$ cat config.mk
export PLATFORM = sky130hd
export DESIGN_NAME = adc_alarm_ctrl
export DESIGN_NICKNAME = d
export VERILOG_FILES = /design/src/rtl/adc_alarm_pkg.sv /design/src/rtl/adc_acq_seq.sv /design/src/rtl/adc_limit_mon.sv /design/src/rtl/adc_alarm_ctrl.sv
export SDC_FILE = /design/constraint.sdc
export NUM_CORES = 1
export LEC_CHECK = 0
export ABC_CLOCK_PERIOD_IN_PS = 10100
export BUFFER_PORTS_ARGS = -buffer_cell sky130_fd_sc_hd__buf_2
export CELL_PAD_IN_SITES_DETAIL_PLACEMENT = 1
export CELL_PAD_IN_SITES_GLOBAL_PLACEMENT = 2
export CORE_MARGIN = 8
export CORE_UTILIZATION = 34
export DETAILED_ROUTE_END_ITERATION = 10
export PLACE_DENSITY = 0.83
export SYNTH_ARGS = -nofsm -noshare
export SYNTH_HDL_FRONTEND = slang
export SYNTH_SLANG_ARGS = --single-unit
$ cat constraint.sdc
create_clock -name clk -period 10.1 [get_ports clk]
set_input_delay 2.02 -clock clk [delete_from_list [all_inputs] [get_ports clk]]
set_output_delay 2.02 -clock clk [all_outputs]
set_load 0.01 [all_outputs]
$ cat src/rtl/adc_alarm_pkg.sv
package adc_alarm_pkg;
  typedef enum logic [2:0] {
    ST_GAP,
    ST_WR,
    ST_WAIT_LO,
    ST_WAIT_HI,
    ST_RD_LO,
    ST_RD_HI
  } acq_state_t;
endpackage

$ cat src/rtl/adc_acq_seq.sv
module adc_acq_seq
  import adc_alarm_pkg::*;
#(
  parameter int NCH     = 8,
  parameter int GAP     = 100,
  parameter int WR_W    = 4,
  parameter int RD_W    = 4,
  parameter int RD_SAMP = 2,
  parameter int TMO     = 1000
) (
  input  logic                   clk,
  input  logic                   rst,
  input  logic                   busy_ok,
  output logic                   wr_n,
  output logic                   rd_n,
  output logic                   smp,
  output logic [$clog2(NCH)-1:0] ch,
  output logic                   tmo_hit
);
  localparam int CW    = $clog2(NCH);
  localparam int MA    = (GAP > TMO) ? GAP : TMO;
  localparam int MB    = (WR_W > RD_W) ? WR_W : RD_W;
  localparam int CNT_W = $clog2(((MA > MB) ? MA : MB) + 1);

  acq_state_t       st, nxt;
  logic [CNT_W-1:0] cnt;

  always_comb begin
    nxt     = st;
    tmo_hit = 1'b0;
    case (st)
      ST_GAP:     if (cnt == CNT_W'(GAP - 1)) nxt = ST_WR;
      ST_WR:      if (cnt == CNT_W'(WR_W - 1)) nxt = ST_WAIT_LO;
      ST_WAIT_LO: begin
        if (!busy_ok) nxt = ST_WAIT_HI;
        else if (cnt == CNT_W'(TMO - 1)) begin
          nxt     = ST_GAP;
          tmo_hit = 1'b1;
        end
      end
      ST_WAIT_HI: begin
        if (busy_ok) nxt = ST_RD_LO;
        else if (cnt == CNT_W'(TMO - 1)) begin
          nxt     = ST_GAP;
          tmo_hit = 1'b1;
        end
      end
      ST_RD_LO:   if (cnt == CNT_W'(RD_W - 1)) nxt = ST_RD_HI;
      ST_RD_HI: begin
        if (cnt == CNT_W'(RD_W - 1))
          nxt = (ch == CW'(NCH - 1)) ? ST_GAP : ST_RD_LO;
      end
      default:    nxt = ST_GAP;
    endcase
  end

  always_ff @(posedge clk) begin
    if (rst) begin
      st   <= ST_GAP;
      cnt  <= '0;
      ch   <= '0;
      wr_n <= 1'b1;
      rd_n <= 1'b1;
    end else begin
      st <= nxt;
      // timeout window spans both wait states
      if (nxt != st && !(st == ST_WAIT_LO && nxt == ST_WAIT_HI)) cnt <= '0;
      else cnt <= cnt + 1'b1;
      if (st == ST_WAIT_HI && nxt == ST_RD_LO) ch <= '0;
      else if (st == ST_RD_HI && nxt == ST_RD_LO) ch <= ch + 1'b1;
      wr_n <= (nxt != ST_WR);
      rd_n <= (nxt != ST_RD_LO);
    end
  end

  assign smp = (st == ST_RD_LO) && (cnt == CNT_W'(RD_SAMP));
endmodule

$ cat src/rtl/adc_limit_mon.sv
module adc_limit_mon #(
  parameter int NCH = 8,
  parameter int DW  = 8
) (
  input  logic                   clk,
  input  logic                   rst,
  input  logic                   smp,
  input  logic [$clog2(NCH)-1:0] ch,
  input  logic [DW-1:0]          data,
  input  logic [NCH*DW-1:0]      lim_vec,
  input  logic                   clr,
  output logic                   alarm,
  output logic                   protect
);
  localparam int CW = $clog2(NCH);

  logic [1:0]    run [NCH];
  logic [DW-1:0] lim_sel;
  logic [1:0]    run_sel;
  logic          over, trip;

  assign lim_sel = lim_vec[ch*DW +: DW];
  assign run_sel = run[ch];
  assign over    = data > lim_sel;
  assign trip    = smp && over && (run_sel >= 2'd2);

  for (genvar i = 0; i < NCH; i++) begin : g_run
    always_ff @(posedge clk) begin
      if (rst) run[i] <= 2'd0;
      else if (smp && ch == CW'(i)) begin
        if (!over) run[i] <= 2'd0;
        else if (run[i] != 2'd3) run[i] <= run[i] + 2'd1;
      end else if (clr) run[i] <= 2'd0;
    end
  end

  always_ff @(posedge clk) begin
    if (rst) begin
      alarm   <= 1'b0;
      protect <= 1'b0;
    end else if (trip) begin
      alarm   <= 1'b1;
      protect <= 1'b1;
    end else if (clr) begin
      alarm   <= 1'b0;
      protect <= 1'b0;
    end
  end
endmodule

$ cat src/rtl/adc_alarm_ctrl.sv
module adc_alarm_ctrl #(
  parameter int NCH     = 8,
  parameter int DW      = 8,
  parameter int GAP     = 100,
  parameter int WR_W    = 4,
  parameter int RD_W    = 4,
  parameter int RD_SAMP = 2,
  parameter int TMO     = 1000
) (
  input  logic                   clk,
  input  logic                   rst,
  input  logic                   busy_n,
  input  logic [DW-1:0]          adc_d,
  input  logic [NCH*DW-1:0]      lim_vec,
  input  logic                   alarm_clr,
  output logic                   wr_n,
  output logic                   rd_n,
  output logic [DW-1:0]          res_data,
  output logic [$clog2(NCH)-1:0] res_ch,
  output logic                   res_valid,
  output logic                   alarm,
  output logic                   protect,
  output logic                   tmo_err
);
  localparam int CW = $clog2(NCH);

  logic          busy_meta, busy_s;
  logic          smp, tmo_hit;
  logic [CW-1:0] ch;

  always_ff @(posedge clk) begin
    if (rst) begin
      busy_meta <= 1'b1;
      busy_s    <= 1'b1;
    end else begin
      busy_meta <= busy_n;
      busy_s    <= busy_meta;
    end
  end

  adc_acq_seq #(
    .NCH(NCH), .GAP(GAP), .WR_W(WR_W), .RD_W(RD_W),
    .RD_SAMP(RD_SAMP), .TMO(TMO)
  ) u_seq (
    .clk(clk), .rst(rst), .busy_ok(busy_s),
    .wr_n(wr_n), .rd_n(rd_n), .smp(smp), .ch(ch), .tmo_hit(tmo_hit)
  );

  adc_limit_mon #(.NCH(NCH), .DW(DW)) u_mon (
    .clk(clk), .rst(rst), .smp(smp), .ch(ch), .data(adc_d),
    .lim_vec(lim_vec), .clr(alarm_clr), .alarm(alarm), .protect(protect)
  );

  always_ff @(posedge clk) begin
    if (rst) begin
      res_data  <= '0;
      res_ch    <= '0;
      res_valid <= 1'b0;
      tmo_err   <= 1'b0;
    end else begin
      res_valid <= smp;
      if (smp) begin
        res_data <= adc_d;
        res_ch   <= ch;
      end
      if (tmo_hit) tmo_err <= 1'b1;
      else if (alarm_clr) tmo_err <= 1'b0;
    end
  end
endmodule

======== Word-level counts from Yosys, hierarchy flattened ========
Memory sizes are Yosys's and may differ from the RTL's. A register that Yosys moved wholly into a read port is not among the register bits.
Cells that the tools add are included.
word-level totals
  memory bits (writable) .................. 16
  logic and storage cells ................. 235
  input port bits ......................... 76
  memories ................................ 1
  output and inout bits ................... 17
  register bits ........................... 34
cells by class
  bitwise logic cells ..................... 24
  add/sub/neg operators ................... 10
  $lt $le $gt $ge ......................... 2
  equality and inequality tests ........... 29
  muxes and demuxes ....................... 134
  shift operators ......................... 1
  reductions and logical operators ........ 22
memories
  name       depth  width  read ports  clocked after Yosys merged registers in  write ports  RTL line             RTL
  u_mon.run  8      2      9           1                                        8            adc_limit_mon.sv:17  logic [1:0] run [NCH];
operator list
  operator                                                                 count
  1-bit two-way mux                                                        98
  64-bit by 7-bit indexed part select with 8-bit output                    1
  2-bit two-way mux                                                        24
  3-bit two-way mux                                                        10
  1-bit bitwise OR                                                         24
  3-bit equality test (second input constant)                              7
  10-bit by 2-bit equality test with 1-bit output (second input constant)  2
  3-bit case mux with 6 select lines                                       1
  2-bit by 1-bit adder with 2-bit output (second input constant)           8
  2-bit != test (second input constant)                                    8
  3-bit by 2-bit equality test with 1-bit output (second input constant)   5
  1-bit logical AND                                                        15
  10-bit by 1-bit adder with 10-bit output (second input constant)         1
  10-bit equality test (second input constant)                             1
  10-bit by 7-bit equality test with 1-bit output (second input constant)  1
  8-bit greater-than comparator                                            1
  3-bit by 1-bit equality test with 1-bit output (second input constant)   2
  3-bit zero test                                                          2
  2-bit nonzero test                                                       2
  2-bit OR reduction                                                       2
  3-bit by 1-bit adder with 3-bit output (second input constant)           1
  3-bit by 1-bit != test with 1-bit output (second input constant)         1
  3-bit != test                                                            1
  3-bit != test (second input constant)                                    1
  3 further kinds                                                          3

======== Logic depth before layout (Yosys ltp) ========
Gate-level depths: netlist of the first run.
  depth in word-level cells ............... 9
  mapped depth ............................ 11
  gate-level depth less buffers ........... 9

======== Modules after synthesis ========
Synthesis of the first run repeated with hierarchy kept, for this count alone.
unflattened totals
  cell total of the unflattened synthesis .. 305
  area total of the unflattened synthesis .. 3321.9 um^2
modules (own cells, without submodules)
  module          area each (um^2)  seq. area each (um^2)  cells each  times used
  adc_limit_mon   1821.7            500.5                  156         1
  adc_acq_seq     998.5             360.3                  104         1
  adc_alarm_ctrl  501.7             300.3                  45          1

======== Worst setup path after synthesis of the first run ========
No wires, ideal clock.
  path type ............................... input to register
  start ................................... in lim_vec[25]
  end ..................................... mem u_mon.run[3][0] (enable)
  stages on the path ...................... 9
  required time ........................... 9.775 ns
  data arrival time ....................... 3.927 ns
  setup time .............................. 0.325 ns
  setup slack ............................. 5.848 ns
  cells stage by stage .................... mux4_2 -> mux2i_1 -> ha_1 -> nor2b_1 -> o211ai_1 -> a21oi_1 -> or3_1 -> buf_1 -> a41oi_1
RTL lines
  element          RTL line              RTL
  start, declared  adc_alarm_ctrl.sv:14  input logic [NCH*DW-1:0] lim_vec,
  end, declared    adc_limit_mon.sv:17

==> impl_metrics.json, run 1 <==
{
  "status": "complete, no violations",
  "drt_drc_violations_left": 0,
  "crit_required_ns": 10.10,
  "drtPass1Iterations": 4,
  "viasPerCell": 5.237,
  "max-slew-margin-rel": 0.2648,
  "core_area_sq_mm": 0.009639,
  "r2r_end": "u_mon.run[1][1]",
  "synth-seq-area-share": 0.3677,
  "fin_cells": 545,
  "area_growth_pct": 19.93,
  "antenna_found_initial": 0,
  "p_per_area_mw_per_mm2": 105.5,
  "finalSetupViolCount": 0,
  "yosys-top-cells-count": "nor2_1, dfxtp_1, ha_1, mux4_2",
  "p_total_uw": 420.0,
  "r2r_cells": 8,
  "synth-edff-count": 16,
  "cts_tree": "yes",
  "ys_seq_elements": 53,
  "ir_drop_v": 0.00006224,
  "die_w_um": 114.8,
  "ys_types": 49,
  "detail_route.wl_per_cell_um": 17.11,
  "synth_area_per_cell_sq_um": 10.06,
  "period_minus_slack_ns": 4.261,
  "clock-skew-final_ns": 0.01111,
  "post_cts_buffers": 0,
  "numCtsBuffers": 5,
  "grt_pass1_vias": 3116,
  "syn_inst": 330,
  "drtAntennaViolNets": 0,
  "fin_util": 0.4132,
  "n_antenna_cell": 0,
  "startpoint": "lim_vec[25]",
  "worst_pin_slew_ns": 1.095,
  "synth.area.top_cells": "dfxtp_1, edfxtp_1, mux4_2",
  "synth_async_sr_flop_share": 0,
  "slew_viol_final": 0,
  "clkTransAtPathRegs_ns": 0.11,
  "yosys.area.top_type": "dfxtp_1",
  "drive_gt1_frac": 0.3228,
  "vias": 2854,
  "clk-insertion-delay-late_ns": 0.31,
  "ys.flop_type": "dfxtp_1",
  "synth_top_area_share": 0.2231,
  "syn_nets": 430,
  "synth_area_sq_mm": 0.003321,
  "wl_um": 9326,
  "h-tree-depth": 2,
  "rsz0062_at_grt": "false",
  "yosys_warnings": 0,
  "overflow": 0,
  "drv_cap": 0,
  "ff2ff_setup_slack_ns": 6.75,
  "hold_class": "reg2reg",
  "start_util": 0.3445,
  "rows": 36,
  "die_area_sq_mm": 0.01318,
  "initialDrtViolationCount": 145,
  "n_fill_cell": 1175,
  "worstHoldStart": "busy_meta",
  "pin_count": 93,
  "portBuffers": 92,
  "hold_end": "busy_s",
  "cts_repair_resize_count": 0,
  "grt_pass1_wl_um": 15470,
  "start_kind": "input port",
  "path_class": "in2reg",
  "cp.arrival_ns": 4.26,
  "finalNetCount": 511,
  "dp_hpwl_um": 7369,
  "place.gp.congestion": 0.7563,
  "leakagePower_nw": 1.644,
  "grt_max_degree": 26,
  "cts_max_path_buffers": 2,
  "finalSetupTns_ns": 0,
  "r2r-start": "u_seq.ch[1]",
  "hold_violations": 0,
  "cts_sinks": 53,
  "finalCritPeriodShare": 0.4219,
  "crit_fanout": 8,
  "die_y_um": 114.8,
  "root_buffer": "clkbuf_8",
  "endpoint_kind": "register",
  "dp.cells": 537,
  "cts_hold_buf": 0,
  "grt_use_total": 0.1446,
  "yosysMostFrequentCell": "nor2_1",
  "whs_path_depth": 1,
  "max_freq_mhz": 234.7
}
-- metrics by stage --
stage          area [sq um]  hold WS (ns)  worst slack (ns)
2_1_floorplan          3321        0.3895             5.848
5_1_grt                3983        0.4348             5.704
6_report               3983        0.4252             5.839
3_3_place_gp           3871        0.3985             5.562
4_1_cts                3983        0.4274             5.822
3_5_place_dp           3871        0.3997             5.486
-- logic make-up (layout without fill, tap and decap cells) --
family,after synthesis,count (layout),share of synthesized area
and+or+nand+nor,140,140,0.2204
buffers and inverters,25,107,0.03579
AOI/OAI and AO/OA,42,42,0.08252
DFF,53,53,0.3677
xor gates and xnor gates,10,10,0.02638
muxes,35,35,0.1737
adders and majority gates,25,25,0.09344
-- flip-flops by register name (all words and copies together), names as in the netlist, named ones only --
signal	flops
res_data	8
res_valid	1
u_seq.st	3
tmo_err	1
res_ch	3
u_seq.rd_n	1
busy_meta	1
busy_s	1
u_mon.run	16
u_seq.cnt	10
u_seq.wr_n	1
u_mon.alarm	1
u_seq.ch	3
-- routing by layer --
layer  track usage  vias to the layer above  part of all wire
li1              -                     1394                 -
met1        0.1768                     1368              0.44
met2        0.2513                       81              0.50
met3       0.02784                       11             0.047
met4       0.04378                        0             0.019
met5             0                        -                 0
-- worst max-delay path by stage --
stage	endpoint	cells past startpoint	slack, ns
finish	u_mon.run[1][1]	9	5.84
global route	u_mon.run[2][0]	9	5.70
CTS	u_mon.run[1][0]	9	5.82
detailed placement	u_mon.run[1][0]	9	5.49
global placement	u_mon.run[3][0]	9	5.56
floorplan	u_mon.run[3][0]	9	5.85
-- cell usage in the layout, fill, tap and decap left out, types with 3 or more instances in the layout --
cell / netlist / layout
mux4_2: 18 / 18
a21oi_1: 14 / 14
nand3_1: 13 / 13
ha_1: 24 / 24
clkbuf_8: 0 / 5
nand4b_1: 9 / 9
buf_2: 2 / 92
or2_2: 6 / 6
inv_1: 5 / 5
dfxtp_1: 37 / 37
mux2i_1: 16 / 16
and3_1: 4 / 4
o21ai_0: 5 / 5
nor2_1: 58 / 58
nor2b_1: 7 / 7
nand2_1: 10 / 10
a41oi_1: 5 / 5
nor3_1: 11 / 11
nor4_1: 3 / 3
xnor2_1: 8 / 8
a31oi_1: 6 / 6
edfxtp_1: 16 / 16
nand4_1: 5 / 5
-- worst max-delay path: stages --
cell	delay, ns
buf_2	0.09
mux4_2	0.45
mux2i_1	0.16
ha_1	0.26
nor2b_1	0.13
o211ai_1	0.16
a21oi_1	0.11
or3_1	0.49
a41oi_1	0.38
-- layout make-up --
class                   instances  area (sq um)  area share
multi-input cells             252          1989      0.4995
flip-flops and latches         53          1221      0.3066
repair buffers                 94         475.5      0.1194
well taps                     133         166.4     0.04178
clock buffers                   6         93.84     0.02356
inverters                       5         18.77    0.004713
clock inverters                 2         17.52    0.004398
-- power breakdown --
group	switching (mW)	internal [mW]
Clock	0.0767	0.0658
Sequential	0.00453	0.223
Combinational	0.0236	0.0261
Total	0.105	0.315
No activity file was read; power rests on OpenSTA's default activity.
==> inputs of run 2 (changes only) <==
--- a/config.mk
+++ b/config.mk
@@ -5,14 +5,14 @@
 export SDC_FILE = /design/constraint.sdc
 export NUM_CORES = 1
 export LEC_CHECK = 0
-export ABC_CLOCK_PERIOD_IN_PS = 10100
+export ABC_CLOCK_PERIOD_IN_PS = 4350
 export BUFFER_PORTS_ARGS = -buffer_cell sky130_fd_sc_hd__buf_2
 export CELL_PAD_IN_SITES_DETAIL_PLACEMENT = 1
 export CELL_PAD_IN_SITES_GLOBAL_PLACEMENT = 2
 export CORE_MARGIN = 8
-export CORE_UTILIZATION = 34
+export CORE_UTILIZATION = 32
 export DETAILED_ROUTE_END_ITERATION = 10
-export PLACE_DENSITY = 0.83
+export PLACE_DENSITY = 0.79
 export SYNTH_ARGS = -nofsm -noshare
 export SYNTH_HDL_FRONTEND = slang
 export SYNTH_SLANG_ARGS = --single-unit
==> constraint.sdc (replaced) <==
create_clock -name clk -period 4.35 [get_ports clk]
set_input_delay 0.87 -clock clk [delete_from_list [all_inputs] [get_ports clk]]
set_output_delay 0.87 -clock clk [all_outputs]
set_load 0.01 [all_outputs]
==> run 2 against run 1 <==
Against the previous run:
- sequential power increased by 130%
- non-clock buffer count increased by 1
- first-iteration DRC count shrank 43%
- wire length grew 1.7%
- design area is 0.28% higher
- combinational power up 140%
- critical endpoint is now u_mon.run[3][1]
- largest cell class unchanged
==> impl_metrics.json, run 2 (synthesis results as in run 1) <==
{
  "status": "complete, no violations",
  "layout_commonest_cell": "buf_2",
  "vias": 2849,
  "final_cell_mix": "buf_2, nor2_1, dfxtp_1",
  "die_w_um": 117.9,
  "portBuffers": 92,
  "drive_gt1_frac": 0.3245,
  "rows": 37,
  "regMostFlops": "u_mon.run",
  "rsz0062_at_grt": "false",
  "crit_required_ns": 4.35,
  "fin_util": 0.3921,
  "slew_viol_final": 0,
  "die_y_um": 117.9,
  "overflow": 0,
  "drtPass1Iterations": 4,
  "ff2ff_setup_slack_ns": 0.90,
  "finalCritPeriodShare": 0.7930,
  "grt_use_total": 0.1383,
  "final.setup.worst_slack_ns": 0.9007,
  "hold_ws_ns": 0.4249,
  "viasPerCell": 5.189,
  "fin_cells": 549,
  "final_area_sq_mm": 0.003994,
  "dp.cells": 541,
  "ir_drop_v": 0.0001427,
  "die_area_sq_mm": 0.01389,
  "worst_pin_slew_ns": 0.8088,
  "h-tree-depth": 2,
  "finalSetupTns_ns": 0,
  "clkTransAtPathRegs_ns": 0.11,
  "cp.arrival_ns": 3.45,
  "place.gp.congestion": 0.7510,
  "root_buffer": "clkbuf_8",
  "cts_tree": "yes",
  "pre_cts_slack_ns": 0.8339,
  "finalSetupViolCount": 0,
  "numCtsBuffers": 5,
  "power.share.combinational": 0.119,
  "crit_fanout": 13,
  "finalNetCount": 512,
  "drtAntennaViolNets": 0,
  "switching_share": 0.2559,
  "wl_um": 9487,
  "post_cts_buffers": 0,
  "detail_route.wl_per_cell_um": 17.28,
  "n_antenna_cell": 0,
  "start_util": 0.3260,
  "cts_max_path_buffers": 2,
  "p_total_uw": 984.1,
  "place_area_sq_mm": 0.003882,
  "period_minus_slack_ns": 3.449,
  "pin_count": 93,
  "hold_class": "reg2reg",
  "clock-skew-final_ns": 0.008621,
  "max_freq_mhz": 289.9,
  "cts_hold_buf": 0,
  "endpoint_kind": "register",
  "hold_violations": 0,
  "largest_reg_flops": 16,
  "cts_sinks": 53,
  "top_regs": "u_mon.run: 16 flops, u_seq.cnt: 10 flops, res_data: 8 flops",
  "antenna_found_initial": 0,
  "p_per_area_mw_per_mm2": 246.4,
  "max-slew-margin-rel": 0.4601,
  "cts_repair_resize_count": 0,
  "drt_drc_violations_left": 0,
  "pwr-share-seq": 0.537,
  "grt_pass1_wl_um": 15900,
  "p_clk_frac": 0.343,
  "dp_hpwl_um": 7478,
  "clk-insertion-delay-late_ns": 0.31,
  "grt_pass1_vias": 3168,
  "core_area_sq_mm": 0.01018,
  "initialDrtViolationCount": 83,
  "drv_cap": 0,
  "p_switching_uw": 251.8,
  "leakagePower_nw": 1.649,
  "area_growth_pct": 20.27,
  "n_fill_cell": 1212,
  "internal_power_uw": 732.3,
  "start_kind": "register",
  "grt_max_degree": 26,
  "path_class": "reg2reg"
}
## run 2: changes by cell type in the layout (fill, tap and decap cells not counted), sizes merged
cell	change
buf	+1
## run 2: layout make-up
| cell class | count | area [sq um] | share of cell area |
|---|---|---|---|
| Multi-Input combinational cell | 252 | 1989 | 0.4981 |
| Sequential cell | 53 | 1221 | 0.3058 |
| Timing Repair Buffer | 95 | 483.0 | 0.1209 |
| Tap cell | 136 | 170.2 | 0.04261 |
| Clock buffer | 6 | 93.84 | 0.02350 |
| Inverter | 5 | 18.77 | 0.004699 |
| Clock inverter | 2 | 17.52 | 0.004386 |
## run 2: critical path, stage by stage, from the launching register on
cell and delay, ns:
dfxtp_1 0.83, buf_4 0.31, mux4_2 0.50, mux2i_1 0.15, ha_1 0.27, nand3_1 0.08, a21boi_0 0.09, or3_1 0.53
a41oi_1 0.38
## run 2: routing by layer
metal  vias to the layer above  track usage  wire (um)
li1                       1396            -          -
met1                      1374       0.1706       4325
met2                        75       0.2351       4533
met3                         4      0.03837        556
met4                         0      0.02962         72
met5                         -            0          0
## run 2: power by group through the flow
| stage | Clock [mW] | Sequential [mW] | Combinational (mW) |
|---|---|---|---|
| final | 0.338 | 0.529 | 0.117 |
| after global routing | 0.367 | 0.531 | 0.133 |
| after CTS | 0.348 | 0.529 | 0.119 |
| after detailed placement | 0 | 0.540 | 0.119 |
| after global placement | 0 | 0.540 | 0.115 |
| after floorplan | 0 | 0.535 | 0.0665 |
## run 2: final timing paths
path                     end        start  depth (start not counted)
min reg2reg           busy_s    busy_meta                          1
max          u_mon.run[3][1]  u_seq.ch[0]                          8
max reg2reg  u_mon.run[3][1]  u_seq.ch[0]                          8
min                   busy_s    busy_meta                          1
==> inputs of run 3 (changes only) <==
--- a/config.mk
+++ b/config.mk
@@ -5,14 +5,14 @@
 export SDC_FILE = /design/constraint.sdc
 export NUM_CORES = 1
 export LEC_CHECK = 0
-export ABC_CLOCK_PERIOD_IN_PS = 4350
+export ABC_CLOCK_PERIOD_IN_PS = 2880
 export BUFFER_PORTS_ARGS = -buffer_cell sky130_fd_sc_hd__buf_2
 export CELL_PAD_IN_SITES_DETAIL_PLACEMENT = 1
 export CELL_PAD_IN_SITES_GLOBAL_PLACEMENT = 2
 export CORE_MARGIN = 8
-export CORE_UTILIZATION = 32
+export CORE_UTILIZATION = 29
 export DETAILED_ROUTE_END_ITERATION = 10
-export PLACE_DENSITY = 0.79
+export PLACE_DENSITY = 0.76
 export SYNTH_ARGS = -nofsm -noshare
 export SYNTH_HDL_FRONTEND = slang
 export SYNTH_SLANG_ARGS = --single-unit
==> constraint.sdc (replaced) <==
create_clock -name clk -period 2.88 [get_ports clk]
set_input_delay 0.576 -clock clk [delete_from_list [all_inputs] [get_ports clk]]
set_output_delay 0.576 -clock clk [all_outputs]
set_load 0.01 [all_outputs]
==> run 3 against run 2 <==
Against the previous run:
- the run now ends with negative setup slack left
- clock power increased by 73%
- register-to-register slack got worse by 0.93 ns
- critical path depth increased by 2
- cell count increased by 5.8%
- clock skew decreased by 0.0023 ns
- sequential power increased by 50%
- wire length increased by 6.6%
- worst setup slack got worse by 0.93 ns
- core utilization decreased by 0.59 points
==> impl_metrics.json, run 3 (synthesis results as in run 1) <==
{
  "pin_count": 93,
  "cp.arrival_ns": 2.89,
  "rsz0062_at_grt": "true",
  "clk-insertion-delay-late_ns": 0.29,
  "initialDrtViolationCount": 85,
  "n_fill_cell": 1331,
  "place.gp.congestion": 0.8341,
  "crit_required_ns": 2.87,
  "wl_um": 10110,
  "cts_tree": "yes",
  "max_stage_delay_ns": 0.49,
  "dp_hpwl_um": 8078,
  "drtAntennaViolNets": 0,
  "cts_max_path_buffers": 2,
  "p_per_area_mw_per_mm2": 363.6,
  "period_minus_slack_ns": 2.905,
  "internal_power_mw": 1.213,
  "path_class": "reg2reg",
  "vias": 2930,
  "portBuffers": 92,
  "grt_pass1_vias": 3370,
  "h-tree-depth": 2,
  "r2r_end": "u_mon.run[7][0]",
  "core_area_sq_mm": 0.01132,
  "max-slew-margin-rel": 0.5819,
  "finalNetCount": 536,
  "start_util": 0.2933,
  "top_regs": "u_mon.run: 16 flops, u_seq.cnt: 10 flops, res_data: 8 flops",
  "drv_cap": 0,
  "grt_use_total": 0.1376,
  "worstHoldStart": "busy_meta",
  "endpoint_kind": "register",
  "status": "finished with violations",
  "r2r-start": "u_seq.ch[0]",
  "pwr-share-seq": 0.500,
  "detail_route.wl_per_cell_um": 17.41,
  "die_area_sq_mm": 0.01513,
  "seqCellArea_sq_mm": 0.001225,
  "multi_input_area_sq_mm": 0.002064,
  "final_cell_mix": "buf_2, nor2_1, dfxtp_1",
  "overflow": 0,
  "worst_pin_slew_ns": 0.6214,
  "regMostFlops": "u_mon.run",
  "rows": 39,
  "r2r_cells": 10,
  "p_switching_uw": 376.9,
  "numCtsBuffers": 5,
  "area_growth_pct": 31.69,
  "root_buffer": "clkbuf_16",
  "clock-skew-final_ns": 0.006338,
  "die_w_um": 123.0,
  "pre_cts_slack_ns": -0.1787,
  "start_kind": "register",
  "grt_max_degree": 21,
  "path_cells": "buf_12 -> mux4_2 -> mux2i_1 -> ha_1 -> nor2b_1 -> o211ai_1 -> a21oi_1 -> or3_1 -> buf_6 -> a41oi_4",
  "max_freq_mhz": 344.2,
  "finalSetupTns_ns": -0.07168,
  "cts_sinks": 53,
  "drive_gt1_frac": 0.3867,
  "cpLargestDelayFamily": "multiplexers",
  "ir_drop_v": 0.0002766,
  "whs_path_depth": 1,
  "viasPerCell": 5.043,
  "crit_fanout": 8,
  "grt_pass1_wl_um": 16650,
  "antenna_found_initial": 0,
  "drt_drc_violations_left": 0,
  "largest_reg_flops": 16,
  "leakagePower_nw": 1.813,
  "finalCritPeriodShare": 1.009,
  "slowest_stage": "mux4_2",
  "die_y_um": 123.0,
  "ff2ff_setup_slack_ns": -0.03,
  "cp_num_buf_inv": 2,
  "power.share.combinational": 0.132,
  "switching_share": 0.2371,
  "finalSetupViolCount": 6,
  "drtPass1Iterations": 4,
  "hold_end": "busy_s",
  "p_clk_frac": 0.368,
  "slew_viol_final": 0,
  "hold_ws_ns": 0.4374,
  "hold_violations": 0,
  "clkTransAtPathRegs_ns": 0.07,
  "final.setup.worst_slack_ns": -0.02526,
  "violations": "negative setup slack",
  "layout_commonest_cell": "buf_2",
  "hold_class": "reg2reg"
}
-- run 3: cell types whose count changed in the layout (fill, tap and decap cells not counted), moves of 4 or more --
cell / change
a41oi_1: -5
a41oi_2: +4
buf_12: +4
buf_4: +17
clkbuf_16: +4
clkbuf_8: -5
-- run 3: power by group through the flow --
stage	Combinational [mW]	Clock, mW	Sequential [mW]
floorplan	0.107	0	0.808
global placement	0.197	0	0.812
detailed placement	0.204	0	0.813
CTS	0.209	0.603	0.795
global route	0.234	0.627	0.797
finish	0.210	0.585	0.795
-- run 3: worst max path at each step --
stage          slack (ns)   startpoint  cells past startpoint              end
2_1_floorplan      -0.003  u_seq.ch[0]                     11  u_mon.run[5][0]
3_3_place_gp        -0.08  lim_vec[57]                     10  u_mon.run[5][0]
3_5_place_dp        -0.18  lim_vec[25]                     10  u_mon.run[4][1]
4_1_cts           -0.0002  u_seq.ch[0]                     10  u_mon.run[7][1]
5_1_grt             -0.10  u_seq.ch[0]                     10  u_mon.run[7][0]
6_report            -0.03  u_seq.ch[0]                     10  u_mon.run[7][0]
-- run 3: worst reg2reg max path: stages (launching register included) --
cell and delay [ns]:
dfxtp_4 0.37, buf_12 0.12, mux4_2 0.49, mux2i_1 0.17, ha_1 0.28, nor2b_1 0.15, o211ai_1 0.19, a21oi_1 0.12
or3_1 0.33, buf_6 0.16, a41oi_4 0.24
-- run 3: what timing repair did --
action / in CTS / in global routing
buffers inserted: 6 / 1
endpoints found under the setup margin: 18 / 18
cloned: 1 / 0
resized for setup: 8 / 3
pin swaps: 4 / 5
hold endpoints to repair: 0 / 0
hold buffers: 0 / 0
-- run 3: layer usage --
metal / part of all wire / wire [um] / up-vias / GRT usage
li1: - / - / 1437 / -
met1: 0.44 / 4467 / 1419 / 0.1700
met2: 0.50 / 5040 / 66 / 0.2355
met3: 0.046 / 470 / 8 / 0.03014
met4: 0.013 / 136 / 0 / 0.04063
met5: 0 / 0 / - / 0
-- run 3: layout make-up --
| class | instances | share of cell area |
|---|---|---|
| multi-input cells | 252 | 0.4721 |
| diodes | 1 | 0.0005722 |
| clock buffers | 5 | 0.02861 |
| flip-flops and latches | 53 | 0.2801 |
| well taps | 143 | 0.04092 |
| clock inverters | 3 | 0.004006 |
| inverters | 5 | 0.004292 |
| repair buffers | 119 | 0.1694 |
-- run 3: per-stage QoR --
stage	total power, mW	util	std cells	area [sq um]
5_1_grt	1.658	0.3861	580	4370
2_1_floorplan	0.9148	-	330	3391
3_3_place_gp	1.009	0.3614	564	4091
6_report	1.590	0.3863	581	4373
4_1_cts	1.607	0.3843	579	4350
3_5_place_dp	1.017	0.3614	564	4091
